===== src/rtl/board_ctl_pkg.sv =====
package board_ctl_pkg;

   localparam int OFFS_W = 20;

   // register slot indices for the decode vector
   localparam int S_SWITCH  = 0;
   localparam int S_STATUS  = 1;
   localparam int S_JUMPER  = 2;
   localparam int S_LED     = 3;
   localparam int S_HEXWORD = 4;
   localparam int S_SOFTRST = 5;
   localparam int S_BRK     = 6;
   localparam int S_GPO     = 7;
   localparam int S_GPIN    = 8;
   localparam int S_I2CIN   = 9;
   localparam int S_I2COE   = 10;
   localparam int S_I2COUT  = 11;
   localparam int S_I2CSEL  = 12;
   localparam int NSLOT     = 13;

   localparam logic [OFFS_W-1:0] SLOT_OFFS [NSLOT] = '{
      20'h00200, 20'h00208, 20'h00210, 20'h00408, 20'h00410, 20'h00500,
      20'h00508, 20'h00A00, 20'h00A08, 20'h00B00, 20'h00B08, 20'h00B10,
      20'h00B18
   };

   localparam logic [OFFS_W-1:0] CHAR_BASE   = 20'h00418;
   localparam int                CHAR_STRIDE = 8;
   localparam logic [7:0]        ASCII_SPACE = 8'h20;

   function automatic logic [7:0] hex_ascii(input logic [3:0] nib);
      if (nib < 4'd10) return 8'h30 + {4'h0, nib};
      else             return 8'h37 + {4'h0, nib};
   endfunction

endpackage


===== src/rtl/bcr_decode.sv =====
module bcr_decode
   import board_ctl_pkg::*;
#(
   parameter int ADDR_W = 32,
   parameter int DEC_W  = OFFS_W,
   parameter int NCHAR  = 8
) (
   input  logic              clk,
   input  logic              rst_n,
   input  logic [ADDR_W-1:0] addr_i,
   output logic [NSLOT-1:0]  slot_hit_o,
   output logic [NCHAR-1:0]  char_hit_o
);

   logic [DEC_W-1:0] offs;
   assign offs = addr_i[DEC_W-1:0];

   for (genvar k = 0; k < NSLOT; k++) begin : g_slot
      assign slot_hit_o[k] = (offs == DEC_W'(SLOT_OFFS[k]));
   end

   for (genvar i = 0; i < NCHAR; i++) begin : g_char
      assign char_hit_o[i] = (offs == DEC_W'(CHAR_BASE + CHAR_STRIDE * i));
   end

   AST_SEL_ONEHOT: assert property (@(posedge clk) disable iff (!rst_n)
      $onehot0({slot_hit_o, char_hit_o}));

endmodule


===== src/rtl/bcr_display.sv =====
module bcr_display
   import board_ctl_pkg::*;
#(
   parameter int DATA_W = 32,
   parameter int NCHAR  = 8
) (
   input  logic               clk,
   input  logic               rst_n,
   input  logic               word_we_i,
   input  logic [NCHAR-1:0]   char_we_i,
   input  logic [DATA_W-1:0]  wdata_i,
   output logic [8*NCHAR-1:0] chars_o
);

   for (genvar i = 0; i < NCHAR; i++) begin : g_cell
      localparam int NIB_LO = 4 * (NCHAR - 1 - i);
      logic [7:0] cell_q;
      always_ff @(posedge clk or negedge rst_n) begin
         if (!rst_n)              cell_q <= ASCII_SPACE;
         else if (word_we_i)      cell_q <= hex_ascii(wdata_i[NIB_LO +: 4]);
         else if (char_we_i[i])   cell_q <= wdata_i[7:0];
      end
      assign chars_o[8*i +: 8] = cell_q;
   end

   AST_DISP_HOLD: assert property (@(posedge clk) disable iff (!rst_n)
      !(word_we_i || (|char_we_i)) |=> $stable(chars_o));

endmodule


===== src/rtl/board_ctl_regs.sv =====
module board_ctl_regs
   import board_ctl_pkg::*;
#(
   parameter int         ADDR_W     = 32,
   parameter int         DATA_W     = 32,
   parameter int         DEC_W      = OFFS_W,
   parameter int         NCHAR      = 8,
   parameter int         LED_W      = 8,
   parameter int         GPO_W      = 8,
   parameter int         I2C_W      = 2,
   parameter bit         BIG_ENDIAN = 1'b0,
   parameter logic [7:0] BRK_INIT   = 8'h0A,
   parameter logic [31:0] RST_MAGIC = 32'h0000_0042
) (
   input  logic               clk,
   input  logic               rst_n,
   input  logic [ADDR_W-1:0]  addr_i,
   input  logic               wr_i,
   input  logic [DATA_W-1:0]  wdata_i,
   input  logic               rd_i,
   output logic [DATA_W-1:0]  rdata_o,
   output logic [LED_W-1:0]   led_o,
   output logic [8*NCHAR-1:0] disp_o,
   output logic [7:0]         brk_o,
   output logic [GPO_W-1:0]   gpo_o,
   output logic [I2C_W-1:0]   i2c_oe_o,
   output logic [I2C_W-1:0]   i2c_out_o,
   output logic               rst_req_o
);

   localparam logic [DATA_W-1:0] I2C_IN_VAL = DATA_W'(3);

   if (DEC_W < 12 || DEC_W > ADDR_W) begin : g_bad_dec
      $error("DEC_W must cover the register offsets and fit in ADDR_W");
   end
   if (DATA_W != 4 * NCHAR) begin : g_bad_char
      $error("DATA_W must supply one hex nibble per display character");
   end
   if (LED_W > DATA_W || GPO_W > DATA_W || I2C_W > DATA_W) begin : g_bad_w
      $error("register widths must fit the data bus");
   end

   logic [DATA_W-1:0] status_val;
   if (BIG_ENDIAN) begin : g_be
      assign status_val = DATA_W'(8'h12);
   end else begin : g_le
      assign status_val = DATA_W'(8'h10);
   end

   logic [NSLOT-1:0] slot_hit;
   logic [NCHAR-1:0] char_hit;

   bcr_decode #(.ADDR_W(ADDR_W), .DEC_W(DEC_W), .NCHAR(NCHAR)) u_dec (
      .clk        (clk),
      .rst_n      (rst_n),
      .addr_i     (addr_i),
      .slot_hit_o (slot_hit),
      .char_hit_o (char_hit)
   );

   logic [NSLOT-1:0] slot_we;
   assign slot_we = slot_hit & {NSLOT{wr_i}};

   bcr_display #(.DATA_W(DATA_W), .NCHAR(NCHAR)) u_disp (
      .clk       (clk),
      .rst_n     (rst_n),
      .word_we_i (slot_we[S_HEXWORD]),
      .char_we_i (char_hit & {NCHAR{wr_i}}),
      .wdata_i   (wdata_i),
      .chars_o   (disp_o)
   );

   logic             i2c_sel_q;

   always_ff @(posedge clk or negedge rst_n) begin
      if (!rst_n) begin
         led_o     <= '0;
         brk_o     <= BRK_INIT;
         gpo_o     <= '0;
         i2c_oe_o  <= '0;
         i2c_out_o <= I2C_W'(3);
         i2c_sel_q <= 1'b1;
         rst_req_o <= 1'b0;
      end else begin
         if (slot_we[S_LED])    led_o     <= wdata_i[LED_W-1:0];
         if (slot_we[S_BRK])    brk_o     <= wdata_i[7:0];
         if (slot_we[S_GPO])    gpo_o     <= wdata_i[GPO_W-1:0];
         if (slot_we[S_I2COE])  i2c_oe_o  <= wdata_i[I2C_W-1:0];
         if (slot_we[S_I2COUT]) i2c_out_o <= wdata_i[I2C_W-1:0];
         if (slot_we[S_I2CSEL]) i2c_sel_q <= wdata_i[0];
         rst_req_o <= slot_we[S_SOFTRST] && (wdata_i == DATA_W'(RST_MAGIC));
      end
   end

   always_comb begin
      rdata_o = '0;
      if (rd_i) begin
         if (slot_hit[S_STATUS]) rdata_o = status_val;
         if (slot_hit[S_LED])    rdata_o = DATA_W'(led_o);
         if (slot_hit[S_BRK])    rdata_o = DATA_W'(brk_o);
         if (slot_hit[S_GPO])    rdata_o = DATA_W'(gpo_o);
         if (slot_hit[S_GPIN])   rdata_o = i2c_sel_q ? DATA_W'(i2c_out_o) : '0;
         if (slot_hit[S_I2CIN])  rdata_o = I2C_IN_VAL;
         if (slot_hit[S_I2COE])  rdata_o = DATA_W'(i2c_oe_o);
         if (slot_hit[S_I2COUT]) rdata_o = DATA_W'(i2c_out_o);
         if (slot_hit[S_I2CSEL]) rdata_o = DATA_W'(i2c_sel_q);
      end
   end

   AST_RSTREQ_CAUSE: assert property (@(posedge clk) disable iff (!rst_n)
      rst_req_o |-> $past(wr_i) && $past(slot_hit[S_SOFTRST]));
   AST_LED_HOLD: assert property (@(posedge clk) disable iff (!rst_n)
      !slot_we[S_LED] |=> $stable(led_o));
   AST_RD_IDLE: assert property (@(posedge clk) disable iff (!rst_n)
      !rd_i |-> rdata_o == '0);
   AST_I2C_HOLD: assert property (@(posedge clk) disable iff (!rst_n)
      !(wr_i && slot_hit[S_I2COUT]) |=> $stable(i2c_out_o));

endmodule


===== config.mk =====
export PLATFORM = sky130hd
export DESIGN_NAME = board_ctl_regs
export DESIGN_NICKNAME = d
export VERILOG_FILES = /design/src/rtl/board_ctl_pkg.sv /design/src/rtl/bcr_decode.sv /design/src/rtl/bcr_display.sv /design/src/rtl/board_ctl_regs.sv
export SDC_FILE = /design/constraint.sdc
export NUM_CORES = 1
export LEC_CHECK = 0
export CAP_MARGIN = 0
export CORE_ASPECT_RATIO = 1.5
export CORE_UTILIZATION = 35
export CTS_CLUSTER_SIZE = 10
export DETAILED_ROUTE_END_ITERATION = 8
export DONT_BUFFER_PORTS = 1
export RECOVER_POWER = 50
export SKIP_CTS_REPAIR_TIMING = 1
export SYNTH_ARGS = -nofsm -noshare
export SYNTH_HDL_FRONTEND = slang
export SYNTH_SLANG_ARGS = --single-unit

===== constraint.sdc =====
create_clock -name clk -period 4.01 [get_ports clk]
set_input_delay 0.802 -clock clk [delete_from_list [all_inputs] [get_ports clk]]
set_output_delay 0.802 -clock clk [all_outputs]
set_load 0.02 [all_outputs]

==> impl_metrics.env, run 1 <==
export IMPL_grt_pass1_wl_um=25500
export IMPL_vias_per_cell=5.63
export IMPL_fmax_ghz=0.273
export IMPL_initial_utilization=0.358
export IMPL_grt_pass1_vias=4384
export IMPL_postLayoutCoreUtil=0.388
export IMPL_worst_pin_slew_ns=1.11
export IMPL_drc=0
export IMPL_place_area_um2=5570
export IMPL_vdd_ir_drop_max_mv=0.161
export IMPL_powerDensity_nw_per_um2=322
export IMPL_ys_flop_type="dfrtp_1"
export IMPL_dp_hpwl_um=12900
export IMPL_ff_latch_area_um2=2370
export IMPL_p_leak_nw=2.55
export IMPL_hp_class="primary input to async pin"
export IMPL_pre_cts_ws_ns=0.341
export IMPL_syn_instance_count=572
export IMPL_synth_cell_type_count=61
export IMPL_grt_max_degree=95
export IMPL_setup_viol=0
export IMPL_die_w_um=103
export IMPL_async_flop_share=1.00
export IMPL_antenna_found_initial=0
export IMPL_cts_tree="yes"
export IMPL_avgSynthCellArea_um2=9.43
export IMPL_final_setup_tns_ns=0
export IMPL_cts_buffers=9
export IMPL_h_tree_depth=3
export IMPL_grtUsageTotal=0.218
export IMPL_final_cell_mix="dfrtp_1 (81), nand2_1 (68), o21ai_0 (41), nor2_1 (35), o31ai_1 (28)"
export IMPL_synth_seq_cells=94
export IMPL_clockBufferDepth=2
export IMPL_cts_root_buffer="clkbuf_16"
export IMPL_die_h_um=154
export IMPL_rows=55
export IMPL_finalWirelength_um=16900
export IMPL_grt_overflow=0
export IMPL_cts_sinks=94
export IMPL_finalHoldViolCount=0
export IMPL_syn_to_final_growth_pct=8.37
export IMPL_vias=4378
export IMPL_slew_violations=0
export IMPL_cp_top_family="simple AND/OR/NAND/NOR gates"
export IMPL_endpoint_kind="primary output"
export IMPL_final_common_cell="dfrtp_1"
export IMPL_drtAntennaViolNets=0
export IMPL_drtIter0Drc=177
export IMPL_setup_ws_ns=0.345
export IMPL_path_cells="or4_1, or4_4, nor3_4, a222oi_1, nor2_1"
export IMPL_p_total_w=0.00188
export IMPL_start_kind="primary input"
export IMPL_path_class="primary input to primary output"
export IMPL_synthesis_area_um2=5400
export IMPL_drv_cap=0
export IMPL_worst_ep_arrival_time_ns=2.86
export IMPL_post_route_min_period_ns=3.66
export IMPL_path_buf_inv=0
export IMPL_worst_path_largest_cell_delay_ns=0.66
export IMPL_clock_latency_ns=0.34
export IMPL_status="finished clean"
export IMPL_first_pass_iters=4
export IMPL_core_um2=15100
export IMPL_routabilityCongestion=0.856
export IMPL_antennaDiodeCount=0
export IMPL_clk_pin_slew_ns=0.07
export IMPL_final_cell_area_um2=5850
export IMPL_rsz0062_at_grt="false"
export IMPL_fin_crit_sh=0.914
export IMPL_critPathSlowestCell="or4_1"
export IMPL_port_buffers=0
export IMPL_fillers=1532
export IMPL_final_layout_size_suffix_gt1_frac=0.143
export IMPL_maxSlewHeadroom=0.258
export IMPL_finClkSkew_ns=0
export IMPL_crit_fanout=6
export IMPL_synth_edf_count=0
export IMPL_fin_nets=658
export IMPL_wl_per_cell_um=21.7
export IMPL_multi_input_area_um2=2730
export IMPL_fp_dieArea_um2=15900
export IMPL_ys_seq_area_frac=0.439
export IMPL_yosysWarnings=0
export IMPL_cp_required_ns=3.21
export IMPL_ios=193
cell type report:
class / count / area share
inverter: 23 / 0.0148
tap: 199 / 0.0426
clock buffer: 10 / 0.0392
clock inverter: 6 / 0.00792
sequential: 94 / 0.405
multi-input combinational: 428 / 0.467
timing repair buffer: 18 / 0.0231
worst register-to-register path, delay by kind of cell (launching register included):
| kind | cells | cell delay, ns |
|---|---|---|
| flops | 1 | 0.48 |
| compound gates | 3 | 0.41 |
metal layers:
layer | global-route usage | share of wire
met5 | 0 | 0
met1 | 0.234 | 0.36
met4 | 0.0872 | 0.030
met2 | 0.392 | 0.54
met3 | 0.0614 | 0.076
where the power goes:
group	switching (W)	internal, W	total, W	leakage [nW]
combinational	0.0000837	0.0000413	0.000125	1.15
clock	0.000383	0.000427	0.000810	0.135
sequential	0.0000000882	0.000948	0.000948	1.27
flip-flops by register name (all words and copies together) (netlist names):
name,cells
led_o,8
i2c_out_o,2
i2c_sel_q,1
rst_req_o,1
i2c_oe_o,2
gpo_o,8
brk_o,8
u_disp.g_cell.cell_q,64
synthesized netlist by cell type, types with 8 or more instances:
| library cell | count | area (um2) |
|---|---|---|
| a21boi_0 | 10 | 75.1 |
| a21oi_1 | 13 | 65.1 |
| nor2_1 | 35 | 131 |
| o21ai_0 | 41 | 205 |
| xnor2_1 | 8 | 70.1 |
| o31ai_1 | 28 | 210 |
| nor4_1 | 10 | 62.6 |
| dfstp_2 | 13 | 342 |
| buf_4 | 24 | 180 |
| nor2b_1 | 8 | 50.1 |
| ha_1 | 16 | 200 |
| nor3_1 | 18 | 90.1 |
| nand2_1 | 68 | 255 |
| mux2_2 | 27 | 304 |
| nand3_1 | 12 | 60.1 |
| nand4_1 | 12 | 75.1 |
| dfrtp_1 | 81 | 2030 |
| clkbuf_1 | 16 | 60.1 |
| inv_1 | 23 | 86.3 |
| a31oi_1 | 10 | 62.6 |
final timing paths:
check                                                               to  cells after the start                                   start  slack [ns]
worst max-delay path                                        rdata_o[3]                      5                              addr_i[17]        0.35
worst min-delay path            u_disp.g_cell[2].cell_q[0]$_DFFE_PN0P_                      0                                   rst_n        0.15
worst max register to register  u_disp.g_cell[7].cell_q[2]$_DFFE_PN0P_                      3  u_disp.g_cell[7].cell_q[2]$_DFFE_PN0P_        3.01
worst min register to register  u_disp.g_cell[4].cell_q[5]$_DFFE_PN1P_                      2  u_disp.g_cell[4].cell_q[5]$_DFFE_PN1P_        0.52
max in group asynchronous       u_disp.g_cell[7].cell_q[5]$_DFFE_PN1P_                      0                                   rst_n        3.65
min in group clk                u_disp.g_cell[4].cell_q[5]$_DFFE_PN1P_                      2  u_disp.g_cell[4].cell_q[5]$_DFFE_PN1P_        0.52
per-stage QoR:
stage / hold slack (ns) / std cells
floorplan: 0.503 / 595
global placement: 0.509 / 762
detailed placement: 0.509 / 762
CTS: 0.140 / 778
global route: 0.137 / 778
finish: 0.154 / 778
kinds of logic after synthesis:
group / Yosys count / share of synthesized area
AOI/OAI and AO/OA: 149 / 0.184
xor gates and xnor gates: 10 / 0.0162
adders and majority gates: 16 / 0.0371
buffers and inverters: 73 / 0.0705
DFF: 94 / 0.439
muxes: 32 / 0.0656
other: 1 / 0.000695
and+or+nand+nor: 197 / 0.187
(Power assumes the default switching activity.)
==> inputs of run 2 (changes only) <==
--- a/config.mk
+++ b/config.mk
@@ -5,6 +5,7 @@
 export SDC_FILE = /design/constraint.sdc
 export NUM_CORES = 1
 export LEC_CHECK = 0
+export ABC_AREA = 1
 export CAP_MARGIN = 0
 export CORE_ASPECT_RATIO = 1.5
 export CORE_UTILIZATION = 35
==> constraint.sdc (replaced) <==
create_clock -name clk -period 4.01 [get_ports clk]
set_input_delay 0.802 -clock clk [delete_from_list [all_inputs] [get_ports clk]]
set_output_delay 0.802 -clock clk [all_outputs]
set_load 0.005 [all_outputs]
==> run 2 against run 1 <==
Critical endpoint is now rdata_o[7]. Flip-flop and latch count stayed put. Via count is 7.7% higher. Non-clock buffer count is 17 lower.
==> impl_metrics.env, run 2 <==
export IMPL_setup_viol=0
export IMPL_grt_overflow=0
export IMPL_cts_root_buffer="clkbuf_16"
export IMPL_initial_utilization=0.358
export IMPL_syn_to_final_growth_pct=7.18
export IMPL_port_buffers=0
export IMPL_timing_rr_start="u_disp.g_cell[6].cell_q[5]$_DFFE_PN1P_"
export IMPL_synth_area_leaders="dfrtp_1 (36%), nand2_1 (8.7%), nor2_1 (7.7%), dfstp_2 (6.1%), inv_1 (6.1%)"
export IMPL_path_class="primary input to primary output"
export IMPL_antennaDiodeCount=0
export IMPL_crit_fanout=11
export IMPL_synth_seq_cells=94
export IMPL_core_um2=15600
export IMPL_worst_path_largest_cell_delay_ns=0.27
export IMPL_vias_per_cell=5.01
export IMPL_wl_per_cell_um=18.5
export IMPL_finClkSkew_ns=0
export IMPL_ff_latch_area_um2=2370
export IMPL_finalHoldViolCount=0
export IMPL_cp_num_cells=10
export IMPL_fmax_ghz=0.314
export IMPL_worstSetupStartpoint="addr_i[1]"
export IMPL_synth_cell_type_count=40
export IMPL_cts_sinks=94
export IMPL_avgSynthCellArea_um2=7.56
export IMPL_ys_flop_type="dfrtp_1"
export IMPL_drc=0
export IMPL_regMostFlops="u_disp.g_cell.cell_q"
export IMPL_multi_input_area_um2=2630
export IMPL_dp_hpwl_um=13200
export IMPL_drtIter0Drc=225
export IMPL_ys_seq_area_frac=0.426
export IMPL_start_kind="primary input"
export IMPL_die_w_um=105
export IMPL_first_pass_iters=4
export IMPL_final_setup_tns_ns=0
export IMPL_status="finished clean"
export IMPL_path_buf_inv=3
export IMPL_grt_max_degree=95
export IMPL_cts_tree="yes"
export IMPL_final_cells=942
export IMPL_grtUsageTotal=0.217
export IMPL_clk_pin_slew_ns=0.06
export IMPL_die_h_um=156
export IMPL_yosysMostFrequentCell="nand2_1"
export IMPL_grt_pass1_wl_um=26700
export IMPL_rsz0062_at_grt="false"
export IMPL_final_cell_mix="nand2_1 (129), nor2_1 (114), inv_1 (90), dfrtp_1 (81), o21ai_0 (56)"
export IMPL_syn_instance_count=736
export IMPL_clock_latency_ns=0.33
export IMPL_h_tree_depth=3
export IMPL_cp_required_ns=3.21
export IMPL_synth_edf_count=0
export IMPL_largest_reg_flops=64
export IMPL_fillers=1687
export IMPL_synthesis_area_um2=5560
export IMPL_fin_nets=818
export IMPL_powerDensity_nw_per_um2=333
export IMPL_synth_common_cells="nand2_1 (129), nor2_1 (114), inv_1 (90)"
export IMPL_fp_dieArea_um2=16400
export IMPL_fin_crit_sh=0.795
export IMPL_finalWirelength_um=17400
export IMPL_yosysTopAreaCell="dfrtp_1"
export IMPL_vias=4716
export IMPL_final_common_cell="nand2_1"
export IMPL_hp_class="primary input to async pin"
export IMPL_vdd_ir_drop_max_mv=0.168
export IMPL_final_cell_area_um2=5960
export IMPL_maxSlewHeadroom=0.581
export IMPL_drtAntennaViolNets=0
export IMPL_place_area_um2=5640
export IMPL_worst_pin_slew_ns=0.622
export IMPL_endpoint_kind="primary output"
export IMPL_slew_violations=0
export IMPL_cts_buffers=9
export IMPL_p_leak_nw=2.87
export IMPL_dp_cells=926
export IMPL_critPathSlowestCell="and3_1"
export IMPL_synth_top_area_frac=0.364
export IMPL_worst_ep_arrival_time_ns=2.39
export IMPL_async_flop_share=1.00
export IMPL_grt_pass1_vias=4753
export IMPL_antenna_found_initial=0
export IMPL_clockBufferDepth=2
export IMPL_crit_top_cell="nor2_1"
export IMPL_post_route_min_period_ns=3.19
export IMPL_drv_cap=0
export IMPL_final_layout_size_suffix_gt1_frac=0.0920
export IMPL_path_cells="nor2_1, nand2_1, nor2_1, buf_4, inv_1, nor2_1, inv_1, and3_1, nand3_1, nor2_1"
export IMPL_cp_top_family="simple AND/OR/NAND/NOR gates"
export IMPL_routabilityCongestion=0.863
export IMPL_yosysWarnings=0
export IMPL_reg2regPathDepth=2
export IMPL_ios=193
export IMPL_rows=56
-- run 2: cell types whose count changed after synthesis, moves of 23 or more --
cell	change
mux2_2	-27
inv_1	+67
nand3_1	+23
nor2_1	+79
o31ai_1	-27
nand2_1	+61
-- run 2: per-stage QoR --
stage               power, W  hold slack, ns  setup WS [ns]  utilization
finish               0.00198           0.159          0.821        0.383
floorplan            0.00106           0.468           1.22            -
detailed placement   0.00108           0.491          0.821        0.363
global route         0.00205           0.142          0.589        0.383
global placement     0.00108           0.485          0.820        0.363
CTS                  0.00200           0.137          0.810        0.383
-- run 2: cells by family (layout without fill, tap and decap cells) --
group,count (synthesis),after routing,synth area share
other,1,24,0.000674
muxes,1,1,0.00180
AOI/OAI and AO/OA,144,144,0.141
buffers and inverters,139,119,0.117
DFF,94,94,0.426
and+or+nand+nor,328,328,0.257
xor gates and xnor gates,13,13,0.0205
adders and majority gates,16,16,0.0360
-- run 2: cell type report --
type,count,share of cell area
repair buffers,1,0.00126
multi-input cells,526,0.441
well taps,203,0.0426
clock inverters,5,0.0141
inverters,102,0.0642
flip-flops and latches,94,0.397
clock buffers,11,0.0390
-- run 2: metal layers --
metal / vias up / GRT usage / share of wire / wire [um]
met5: - / 0 / 0 / 0
met4: 0 / 0.0892 / 0.030 / 527
met3: 20 / 0.0641 / 0.074 / 1290
met2: 135 / 0.396 / 0.52 / 8990
met1: 2237 / 0.232 / 0.38 / 6580
li1: 2324 / - / - / -
-- run 2: power breakdown --
part,switching (W),internal (W)
Sequential,0.0000000612,0.000948
Clock,0.000375,0.000551
Combinational,0.0000803,0.0000296
Total,0.000455,0.00153
-- run 2: worst paths after layout --
path,endpoint,slack (ns)
max in group asynchronous,u_disp.g_cell[3].cell_q[5]$_DFFE_PN1P_,3.59
max,rdata_o[7],0.82
min,gpo_o[7]$_DFFE_PN0P_,0.16
max reg2reg,u_disp.g_cell[6].cell_q[5]$_DFFE_PN1P_,3.18
min reg2reg,i2c_sel_q$_DFFE_PN1P_,0.50
min in group clk,i2c_sel_q$_DFFE_PN1P_,0.50
